==> src/rtl/wsched_pkg.sv <==
package wsched_pkg;

   typedef enum logic [1:0] {
      CMD_NOP   = 2'b00,
      CMD_WRITE = 2'b01
   } mem_cmd_e;

endpackage

==> src/rtl/wsched_hold_timer.sv <==
// Blocks reuse of a resource for HOLD cycles counted from the load cycle
// (load cycle included): busy is high for HOLD-1 cycles after a load.
module wsched_hold_timer #(
   parameter int HOLD = 6
) (
   input  logic clk,
   input  logic rst_n,
   input  logic load_i,
   output logic busy_o
);

   localparam int CW = ($clog2(HOLD) > 0) ? $clog2(HOLD) : 1;
   localparam logic [CW-1:0] LOAD_VAL = CW'(HOLD - 1);

   if (HOLD < 1) begin : g_bad_hold
      $error("wsched_hold_timer: HOLD must be at least 1");
   end

   logic [CW-1:0] left_q;

   always_ff @(posedge clk) begin
      if (!rst_n) begin
         left_q <= '0;
      end else if (load_i) begin
         left_q <= LOAD_VAL;
      end else if (left_q != '0) begin
         left_q <= left_q - 1'b1;
      end
   end

   assign busy_o = (left_q != '0);

   // the owner never loads a timer that is still counting
   p_no_load_busy_r5 : assert property (@(posedge clk) disable iff (!rst_n)
      busy_o |-> !load_i)
      else $error("p_no_load_busy_r5");

endmodule

==> src/rtl/wsched_beat_pipe.sv <==
// Latency line for accepted writes. One bit enters per accept and walks a
// shift register. Fixed taps on it give the data-request window, the local
// word capture window and the memory data-valid window.
module wsched_beat_pipe #(
   parameter int TWL    = 5,
   parameter int NWORDS = 4,
   parameter int DATA_W = 32
) (
   input  logic              clk,
   input  logic              rst_n,
   input  logic              launch_i,
   input  logic [DATA_W-1:0] wdata_i,
   output logic              wdata_req_o,
   output logic [DATA_W-1:0] mem_dq_o,
   output logic              mem_dv_o
);

   // stage_q[k] is high in cycle a+1+k for a write accepted in cycle a
   localparam int LEN    = TWL - 1 + NWORDS;
   localparam int REQ_AT = TWL - 3;   // strobe starts at a+TWL-2
   localparam int CAP_AT = TWL - 2;   // local word present at a+TWL-1
   localparam int DV_AT  = TWL - 1;   // memory data at a+TWL

   if (TWL < 3) begin : g_bad_twl
      $error("wsched_beat_pipe: TWL must be at least 3");
   end
   if (NWORDS < 1) begin : g_bad_nwords
      $error("wsched_beat_pipe: NWORDS must be at least 1");
   end

   logic [LEN-1:0]    stage_q;
   logic [DATA_W-1:0] dq_q;
   logic              cap_win;

   always_ff @(posedge clk) begin
      if (!rst_n) begin
         stage_q <= '0;
      end else begin
         stage_q <= {stage_q[LEN-2:0], launch_i};
      end
   end

   assign wdata_req_o = |stage_q[REQ_AT +: NWORDS];
   assign cap_win     = |stage_q[CAP_AT +: NWORDS];
   assign mem_dv_o    = |stage_q[DV_AT  +: NWORDS];

   always_ff @(posedge clk) begin
      if (!rst_n) begin
         dq_q <= '0;
      end else begin
         dq_q <= cap_win ? wdata_i : '0;
      end
   end

   assign mem_dq_o = dq_q;

   // every strobe cycle is followed two cycles later by a data cycle
   p_req_to_dv_r3 : assert property (@(posedge clk) disable iff (!rst_n)
      wdata_req_o |-> ##2 mem_dv_o)
      else $error("p_req_to_dv_r3");

   // no data cycle without a strobe two cycles earlier
   p_dv_from_req_r3 : assert property (@(posedge clk) disable iff (!rst_n)
      mem_dv_o |-> $past(wdata_req_o, 2))
      else $error("p_dv_from_req_r3");

   // the bus is quiet outside data cycles
   p_dq_zero_idle_r4 : assert property (@(posedge clk) disable iff (!rst_n)
      !mem_dv_o |-> (mem_dq_o == '0))
      else $error("p_dq_zero_idle_r4");

endmodule

==> src/rtl/wr_sched.sv <==
module wr_sched
   import wsched_pkg::*;
#(
   parameter int ADDR_W         = 16,
   parameter int BANK_W         = 3,
   parameter int DATA_W         = 32,
   parameter int BURST_LEN      = 8,
   parameter int BEATS_PER_WORD = 2,
   parameter int TWL            = 5,
   parameter int TRC            = 6
) (
   input  logic              clk,
   input  logic              rst_n,
   input  logic              wr_req_i,
   input  logic [BANK_W-1:0] wr_bank_i,
   input  logic [ADDR_W-1:0] wr_addr_i,
   input  logic [DATA_W-1:0] wdata_i,
   output logic              wr_rdy_o,
   output logic [1:0]        mem_cmd_o,
   output logic [BANK_W-1:0] mem_bank_o,
   output logic [ADDR_W-1:0] mem_addr_o,
   output logic              wdata_req_o,
   output logic [DATA_W-1:0] mem_dq_o,
   output logic              mem_dv_o
);

   localparam int NBANK  = 1 << BANK_W;
   localparam int NWORDS = BURST_LEN / BEATS_PER_WORD;

   if (BEATS_PER_WORD < 1 || (BURST_LEN % BEATS_PER_WORD) != 0) begin : g_bad_burst
      $error("wr_sched: BURST_LEN must be a multiple of BEATS_PER_WORD");
   end
   if (TRC < 2) begin : g_bad_trc
      $error("wr_sched: TRC must be at least 2");
   end
   if (TWL < 3) begin : g_bad_twl
      $error("wr_sched: TWL must be at least 3");
   end

   logic [NBANK-1:0] bank_busy;
   logic             bus_busy;
   logic             accept;

   // One row-cycle timer per bank
   for (genvar b = 0; b < NBANK; b++) begin : g_bank
      logic bank_load;
      assign bank_load = accept && (wr_bank_i == BANK_W'(b));
      wsched_hold_timer #(.HOLD(TRC)) u_trc (
         .clk    (clk),
         .rst_n  (rst_n),
         .load_i (bank_load),
         .busy_o (bank_busy[b])
      );
   end

   // Shared data-bus spacing timer
   wsched_hold_timer #(.HOLD(NWORDS)) u_bus_gap (
      .clk    (clk),
      .rst_n  (rst_n),
      .load_i (accept),
      .busy_o (bus_busy)
   );

   assign wr_rdy_o   = rst_n && !bank_busy[wr_bank_i] && !bus_busy;
   assign accept     = wr_req_i && wr_rdy_o;
   assign mem_cmd_o  = accept ? CMD_WRITE : CMD_NOP;
   assign mem_bank_o = wr_bank_i;
   assign mem_addr_o = wr_addr_i;

   wsched_beat_pipe #(
      .TWL    (TWL),
      .NWORDS (NWORDS),
      .DATA_W (DATA_W)
   ) u_pipe (
      .clk         (clk),
      .rst_n       (rst_n),
      .launch_i    (accept),
      .wdata_i     (wdata_i),
      .wdata_req_o (wdata_req_o),
      .mem_dq_o    (mem_dq_o),
      .mem_dv_o    (mem_dv_o)
   );

   // the bank just written is refused on the following cycle
   p_bank_block_r5 : assert property (@(posedge clk) disable iff (!rst_n)
      (mem_cmd_o == CMD_WRITE) |=> ((wr_bank_i != $past(mem_bank_o)) || !wr_rdy_o))
      else $error("p_bank_block_r5");

   // a write command carries the bank presented that cycle
   p_cmd_bank_r1 : assert property (@(posedge clk) disable iff (!rst_n)
      (mem_cmd_o == CMD_WRITE) |-> (wr_req_i && (mem_bank_o == wr_bank_i)))
      else $error("p_cmd_bank_r1");

endmodule

==> config.mk <==
export PLATFORM = sky130hd
export DESIGN_NAME = wr_sched
export DESIGN_NICKNAME = d
export VERILOG_FILES = /design/src/rtl/wsched_pkg.sv /design/src/rtl/wsched_hold_timer.sv /design/src/rtl/wsched_beat_pipe.sv /design/src/rtl/wr_sched.sv
export SDC_FILE = /design/constraint.sdc
export NUM_CORES = 1
export LEC_CHECK = 0
export BUFFER_PORTS_ARGS = -buffer_cell sky130_fd_sc_hd__buf_4
export CAP_MARGIN = 10
export CORE_UTILIZATION = 45
export CTS_BUF_LIST = sky130_fd_sc_hd__clkbuf_8
export DETAILED_ROUTE_END_ITERATION = 12
export PLACE_DENSITY = 0.83
export SLEW_MARGIN = 10
export SYNTH_ARGS = -nofsm -noshare
export SYNTH_HDL_FRONTEND = slang
export SYNTH_SLANG_ARGS = --single-unit
==> constraint.sdc <==
create_clock -name clk -period 2.3 [get_ports clk]
set_clock_uncertainty 0.1 [all_clocks]
set_input_delay 0.69 -clock clk [delete_from_list [all_inputs] [get_ports clk]]
set_output_delay 0.69 -clock clk [all_outputs]
set_load 0.02 [all_outputs]
# [After elaboration in Yosys (flattened, before gate mapping)]
# Cells that the tools add are included.
[classes] n_eq_ne=7 shift=0 n_lt_le_gt_ge=1 n_reduce_logical=44 bitwise=1 n_div=0 add_sub_neg=9 muxes=21 n_mul=0
[op_table] op="3-bit 2-to-1 mux" count=16
[op_table] op="3-bit nonzero test" count=8
[op_table] op="3-bit by 1-bit subtractor with 3-bit output, second input constant" count=8
[op_table] op="2-bit nonzero test" count=10
[op_table] op="2-bit OR reduction" count=8
[op_table] op="3-bit == test, second input constant" count=4
[op_table] op="4-bit OR reduction" count=3
[op_table] op="1-bit logical AND" count=11
[op_table] op="3-bit by 2-bit == test with 1-bit output, second input constant" count=2
[op_table] op="3-bit by 4-bit less-than comparator with 1-bit output, second input constant" count=1
[op_table] op="2-bit 2-to-1 mux" count=2
[op_table] op="1-bit binary-select mux with 3-bit select" count=1
[op_table] op="3-bit by 1-bit == test with 1-bit output, second input constant" count=1
[op_table] op="3-bit logical NOT" count=1
[op_table] op="1-bit logical NOT" count=2
[op_table] op="1-bit 2-to-1 mux" count=2
[op_table] op="2-bit AND reduction" count=1
[op_table] op="2-bit by 1-bit subtractor with 2-bit output, second input constant" count=1
[op_table] op="1-bit inverter" count=1
[word_totals] wordCells=102 mem_bits_rw=0 rom_bits=0 inputBits=54 latch_bits=0 memories=0 output_inout_bits=56 ff_bits=66

# [Logic depth before layout (Yosys ltp)]
# Gate-level depths: netlist (run 1).
[depth] depth_word=9 mapped_depth=8 depth_no_buf=7

# [Modules after synthesis]
# From an unflattened synthesis (run 1), not the netlist that was laid out.
[hier_totals] cells_unflattened=306 hier_area_um2=3026.7
[by_module_without_submodules] mod="wsched_hold_timer at g_bank[0].u_trc ..." n_inst=8 cells_each=19 area_per_inst_um2=173.9 seq_area_each_um2=60.1
[by_module_without_submodules] mod="wsched_beat_pipe" n_inst=1 cells_each=90 area_per_inst_um2=1131.1 seq_area_each_um2=800.8
[by_module_without_submodules] mod="wr_sched" n_inst=1 cells_each=54 area_per_inst_um2=406.6 seq_area_each_um2=0.0
[by_module_without_submodules] mod="wsched_hold_timer at u_bus_gap" n_inst=1 cells_each=10 area_per_inst_um2=97.6 seq_area_each_um2=40.0

# [Worst setup path after synthesis (run 1)]
# No wires, ideal clock.
[synth_timing] kind="input-to-output" start="input port wr_bank_i[2]" end="output port wr_rdy_o" t_required_ns=1.510 n_path_buf=1 stages=5 setup_slack_ns=-0.290 arrival_time_ns=1.800 path_cell_list="clkbuf_1 > nor2b_1 > a22oi_1 > nand2_1 > nor3_1"
[synth_via] elab_chain_cells=5
[synth_lines] element="start, declared" line_no="wr_sched.sv:15" text="input logic [BANK_W-1:0] wr_bank_i,"
[synth_lines] element="1-bit binary-select mux with 3-bit select" line_no="wr_sched.sv:64" text="assign wr_rdy_o = rst_n && !bank_busy[wr_bank_i] && !bus_busy;"
[synth_lines] element="1-bit 2-to-1 mux (implied by the code)" line_no="wr_sched.sv:64"
[synth_lines] element="1-bit logical NOT" line_no="wr_sched.sv:64"
[synth_lines] element="1-bit logical AND (2 in series)" line_no="wr_sched.sv:64"
[synth_lines] element="end, declared" line_no="wr_sched.sv:18" text="output logic wr_rdy_o,"
# Every way passes these cells. The select of a mux whose other input is x is not followed.

# [Worst setup path after layout (run 1)]
[layout_timing] start="register g_bank[5].u_trc.left_q[1]" end="output port mem_cmd_o[0]"
[layout_via] elab_chain_cells=8
[layout_lines] element="start, declared" line_no="wsched_hold_timer.sv:19" text="logic [CW-1:0] left_q;"
[layout_lines] element="start signal, assigned" line_no="wsched_hold_timer.sv:27" text="left_q <= left_q - 1'b1;"
[layout_lines] element="3-bit nonzero test" line_no="wsched_hold_timer.sv:31" text="assign busy_o = (left_q != '0);"
[layout_lines] element="1-bit binary-select mux with 3-bit select" line_no="wr_sched.sv:64"
[layout_lines] element="1-bit 2-to-1 mux (implied by the code)" line_no="wr_sched.sv:64"
[layout_lines] element="1-bit logical NOT" line_no="wr_sched.sv:64"
[layout_lines] element="1-bit logical AND (2 in series)" line_no="wr_sched.sv:64"
[layout_lines] element="1-bit logical AND" line_no="wr_sched.sv:65" text="assign accept = wr_req_i && wr_rdy_o;"
[layout_lines] element="1-bit 2-to-1 mux" line_no="wr_sched.sv:66" text="assign mem_cmd_o = accept ? CMD_WRITE : CMD_NOP;"
[layout_lines] element="end, declared" line_no="wr_sched.sv:19" text="output logic [1:0] mem_cmd_o,"
# Every way passes these cells. The select of a mux whose other input is x is not followed.

==> run_results.csv, run 1 <==
group,metric,value,unit
final_layout,fin_cells,455,
pwr,p_total,4.35,mW
timing,layout_setup_ws,-245,ps
timing,fmax,0.393,GHz
die,pin_count,110,
pwr,p_sw_share,32.0,%
final_layout,fillCellCount,456,
die,core,5960,um2
drt,avgRoutedWirePerCell,13.5,um
global_route,grt_pass1_wl,9410,um
yosys,yosysUniqueCellTypes,29,
final_layout,layout_common_cells,"100 x buf_4, 57 x dfxtp_1, 39 x and2_1",
die,die_w,81.0,um
yosys,synth_cells,290,
yosys,ys_warn_count,0,
worst_setup_path,cp-start-kind,"flip-flop",
final_layout,antenna_cells,0,
global_route,antenna_found_initial,0,
timing,hold_viol,0,
pwr,combPwrFrac,42.5,%
worst_setup_path,cp.required,1510,ps
placed_design,dp_hpwl,4110,um
pwr,vdd_drop_max,614,uV
timing,rsz0062_at_grt,"yes",
die,die-area,6560,um2
run_status,violations,"setup timing",
yosys,syn_area,2810,um2
worst_setup_path,cp_max_fo,3,
drt,drc,0,
yosys,postSynthAreaPerCell,9.68,um2
cts,root_buffer,"clkbuf_8",
run_status,status,"complete, but fails checks",
cts,clock_path_buffers,2,
job,maxCapViolCount,0,
yosys,synth-edff-count,0,
pwr,pwr-share-seq,32.2,%
yosys,synth-seq-cells,66,
timing,fin_crit_sh,111,%
drt,wl,6160,um
final_layout,nets,454,
timing,fin_crit,2550,ps
yosys,synth_ff_type,"dfxtp_1",
pwr,p_sw,1.39,mW
drt,vias,2178,
global_route,first_global_vias,2161,
cts,htreeDepth,3,
cts,tritoncts,"built",
final_layout,layout_commonest_cell,"buf_4",
final_layout,syn_to_final_growth,40.2,%
global_route,grt-ovfl-total,0,
global_route,grt_usage,19.6,%
drt,ant_nets,0,
yosys,async_reset_ff_share,0,%
timing,slew_violations,0,
placed_design,place.gp.congestion,0.739,
cts,cts_inserted_buffers,9,
yosys,seq_area_frac_synth,47.1,%
pwr,clock_power_share,25.3,%
worst_setup_path,timing.rr.start,"g_bank[1].u_trc.left_q[0]",
die,die_y,81.0,um
placed_design,port_buffers,76,
drt,drt_first_iter_violations,74,
die,start_util,47.1,%
die,rows,28,
timing,setup_viol,2,
drt,firstDrtPassIters,4,
worst_setup_path,worstSetupPathType,"reg -> out",
cts,path_clk_slew,80,ps
pwr,p_per_area,1110,nW/um2
timing,holdWs,338,ps
worst_setup_path,worst_ep_arrival_time,1760,ps
final_layout,fin_area,3940,um2
cts,insertion_delay,340,ps
worst_hold_path,min-delay-start,"u_pipe.stage_q[0]",
placed_design,place_area,3430,um2
yosys,synth.net_count,369,
worst_hold_path,hold_path_class,"reg -> reg",
worst_setup_path,startpoint,"g_bank[5].u_trc.left_q[1]",
placed_design,dp_cells,432,
cts,cts.sinks,66,
cts,hold_buffers,0,
final_layout,drive_gt1_share,42.1,%
worst_setup_path,cp-end-kind,"output port",
pwr,leakagePower,1.89,nW
global_route,grt_max_degree,33,
pwr,intPower,2.96,mW
drt,vias_per_cell,4.79,
[metal layers]
| layer | global-route usage (%) | share of wire, % |
|---|---|---|
| met1 | 19.9 | 38 |
| met2 | 33.4 | 51 |
| met3 | 7.64 | 8.5 |
| met4 | 13.0 | 2.2 |
| met5 | 0 | 0 |
[sequential cells by signal, indices dropped and copies added, names as in the netlist]
name / cells
u_pipe.mem_dq_o: 32
g_bank.u_trc.left_q: 24
u_pipe.stage_q: 8
u_bus_gap.left_q: 2
[per-stage QoR]
stage | TNS [ps] | setup WS, ps | util (%)
after floorplan | -95.3 | -53.3 | -
after global placement | -273 | -140 | 57.7
after detailed placement | -343 | -173 | 57.7
after CTS | -530 | -286 | 63.6
after global routing | -604 | -310 | 66.1
final | -467 | -245 | 66.1
[worst max-delay path: stages, from the launching register on]
cell and delay (ps):
dfxtp_2 340, inv_2 40, ha_4 160, ha_4 150
mux2_4 280, a2bb2oi_4 160, nand2_4 90, nor2_2 50
buf_6 140
[synth_stat cells, types with 2 or more instances]
cell	number	area share [%]
mux2i_1	11	3.9
or4_1	2	0.53
and3_1	8	1.8
nor2_1	8	1.1
and2_1	39	8.7
a21oi_1	16	2.9
inv_1	36	4.8
ha_1	25	11
xor2_1	8	2.5
dfxtp_1	66	47
o21ai_0	9	1.6
nand4_1	2	0.45
nor2b_1	3	0.67
nand3_1	8	1.4
clkbuf_1	6	0.80
nand2_1	10	1.3
buf_4	21	5.6
[path summary, 6_finish.rpt]
path | end | slack, ps | depth (start not counted)
worst min-delay path | u_pipe.stage_q[1] | 340 | 1
worst min register to register | u_pipe.stage_q[1] | 340 | 1
worst max register to register | u_bus_gap.left_q[1] | 330 | 9
worst max-delay path | mem_cmd_o[0] | -250 | 8
[power groups by stage]
stage	Sequential, mW	Combinational [mW]	Clock (mW)
after floorplan	1.40	0.945	0
after global placement	1.40	1.28	0
after detailed placement	1.40	1.35	0
after CTS	1.39	1.55	1.12
after global routing	1.42	2.05	1.18
final	1.40	1.85	1.10
[timing repair]
action	CTS	global route
cloned	0	0
resized for setup	28	28
endpoints found under the setup margin	2	2
pin swaps	10	12
buffers inserted	2	5
[area by class of cell]
type / count / area, um2 / share of cell area (%)
multi-input cells: 159 / 1370 / 34.8
well taps: 75 / 93.8 / 2.38
repair buffers: 102 / 773 / 19.6
clock inverters: 5 / 77.6 / 1.97
flip-flops and latches: 66 / 1330 / 33.9
clock buffers: 11 / 151 / 3.85
inverters: 37 / 139 / 3.53
[cells by family after synthesis]
group,after synthesis,synth area share [%]
AOI/OAI and AO/OA,30,6.33
xor gates and xnor gates,8,2.50
adders and majority gates,25,11.1
buffers and inverters,65,11.8
DFF,66,47.1
muxes,12,4.46
other,1,0.134
and+or+nand+nor,83,16.6
(Power assumes the default switching activity.)
==> inputs of run 2 (changes only) <==
==> constraint.sdc (replaced) <==
create_clock -name clk -period 2.3 [get_ports clk]
set_clock_uncertainty 0.1 [all_clocks]
set_input_delay 0.115 -clock clk [delete_from_list [all_inputs] [get_ports clk]]
set_output_delay 0.115 -clock clk [all_outputs]
set_load 0.02 [all_outputs]
==> run_results.csv, run 2 (synthesis results as in run 1) <==
group,metric,value,unit
run_status,status,"completed",
final_layout,fin_cells,462,
final_layout,syn_to_final_growth,40.7,%
worst_hold_path,hold_path_class,"in -> reg",
final_layout,antenna_cells,0,
die,start_util,47.1,%
die,rows,28,
cts,insertion_delay,340,ps
timing,fin_crit_sh,95.6,%
final_layout,layout_common_cells,"78 x buf_4, 66 x dfxtp_1, 39 x and2_1",
worst_setup_path,r2r-end,"u_bus_gap.left_q[1]",
timing,hold_viol,0,
worst_setup_path,max_stage_delay,350,ps
pwr,vdd_drop_max,541,uV
placed_design,place.gp.congestion,0.721,
timing,fmax,0.455,GHz
worst_setup_path,r2r_cells,7,
cts,tritoncts,"built",
drt,drt_first_iter_violations,47,
drt,vias_per_cell,4.93,
pwr,p_total,3.95,mW
global_route,grt_pass1_wl,10900,um
worst_setup_path,worstSetupPathType,"reg -> out",
placed_design,dp_hpwl,3920,um
cts,root_buffer,"clkbuf_8",
drt,avgRoutedWirePerCell,14.7,um
drt,vias,2276,
drt,wl,6780,um
drt,drc,0,
worst_setup_path,cp_slowest_cell,"dfxtp_1",
final_layout,layout_commonest_cell,"buf_4",
die,die-area,6560,um2
cts,cts_setup_buffers,0,
timing,fin_crit,2200,ps
global_route,grt-ovfl-total,0,
final_layout,largest_reg_flops,32,
die,die_y,81.0,um
cts,cts_inserted_buffers,9,
global_route,first_global_vias,2441,
global_route,grt_max_degree,33,
worst_setup_path,cp.required,2090,ps
cts,path_clk_slew,70,ps
final_layout,fin_area,3950,um2
die,pin_count,110,
cts,clock_path_buffers,2,
timing,setup_viol,0,
final_layout,drive_gt1_share,27.1,%
placed_design,port_buffers,76,
timing,slew_violations,0,
job,maxCapViolCount,0,
worst_setup_path,startpoint,"g_bank[7].u_trc.left_q[0]",
worst_setup_path,cp-start-kind,"flip-flop",
die,die_w,81.0,um
worst_setup_path,timing.rr.start,"g_bank[7].u_trc.left_q[0]",
placed_design,place_area,3300,um2
worst_setup_path,worst_ep_arrival_time,1980,ps
die,core,5960,um2
cts,htreeDepth,3,
global_route,antenna_found_initial,0,
worst_setup_path,endpoint,"mem_cmd_o[0]",
drt,firstDrtPassIters,4,
pwr,p_per_area,1000,nW/um2
final_layout,nets,462,
pwr,leakagePower,1.89,nW
worst_setup_path,ff2ff_setup_slack,380,ps
placed_design,dp_cells,415,
worst_setup_path,cp-end-kind,"output port",
cts,cts.sinks,66,
worst_setup_path,path_cells,"inv_1 -> ha_1 -> ha_4 -> mux2_4 -> a2bb2oi_2 -> nand2_1 -> nor2_1 -> buf_4",
drt,ant_nets,0,
worst_setup_path,cp_max_fo,6,
global_route,grt_usage,22.4,%
==> run 2: report_power, final <==
part           leakage (nW)  internal (mW)  switching [mW]
sequential            0.536           1.30          0.0848
combinational          1.24          0.685           0.695
clock                 0.116          0.719           0.466
total                  1.89           2.71            1.25
==> run 2: repair_timing <==
action,in CTS,in global routing
gates resized for setup,5,11
endpoints found under the setup margin,2,2
hold endpoints to repair,32,0
pin swaps,0,0
hold buffers,32,0
cloned,0,0
==> run 2: how the worst min path moves through the flow <==
stage,cells past startpoint,start,to
global route,2,rst_n,u_pipe.stage_q[5]
finish,3,wr_req_i,u_bus_gap.left_q[1]
floorplan,1,wdata_i[0],u_pipe.mem_dq_o[0]
CTS,2,rst_n,u_pipe.stage_q[6]
global placement,0,wr_addr_i[0],mem_addr_o[0]
detailed placement,0,wr_addr_i[0],mem_addr_o[0]
==> run 2: routing by layer <==
metal	up-vias	track usage (%)	routed length, um
li1	1080	-	-
met1	1057	23.8	2700
met2	118	37.6	3250
met3	21	9.21	605
met4	0	12.5	218
met5	-	0	0
==> run 2: worst max-delay path, delay by kind of cell (launching register included) <==
| kind | cells | cell delay (ps) |
|---|---|---|
| DFF | 1 | 350 |
| AOI/OAI and AO/OA | 1 | 150 |
| buffers and inverters | 2 | 220 |
| adders and majority gates | 2 | 420 |
| muxes | 1 | 260 |
| and+or+nand+nor | 2 | 230 |
==> run 2: final cells by class <==
type,count,area [um2]
Fill cell,432,2010
Sequential cell,66,1320
Multi-Input combinational cell,159,1250
Timing Repair Buffer,110,906
Inverter,37,139
Clock buffer,9,124
Clock inverter,6,115
Tap cell,75,93.8
==> run 2: metrics by stage <==
step / hold slack (ps) / setup WS (ps) / util, % / TNS (ps)
floorplan: 137 / 410 / - / 0
global placement: 130 / 385 / 55.3 / 0
detailed placement: 130 / 303 / 55.3 / 0
global route: 34.7 / -0.435 / 66.3 / -0.435
CTS: 11.7 / 2.87 / 64.9 / 0
finish: 25.0 / 102 / 66.3 / 0
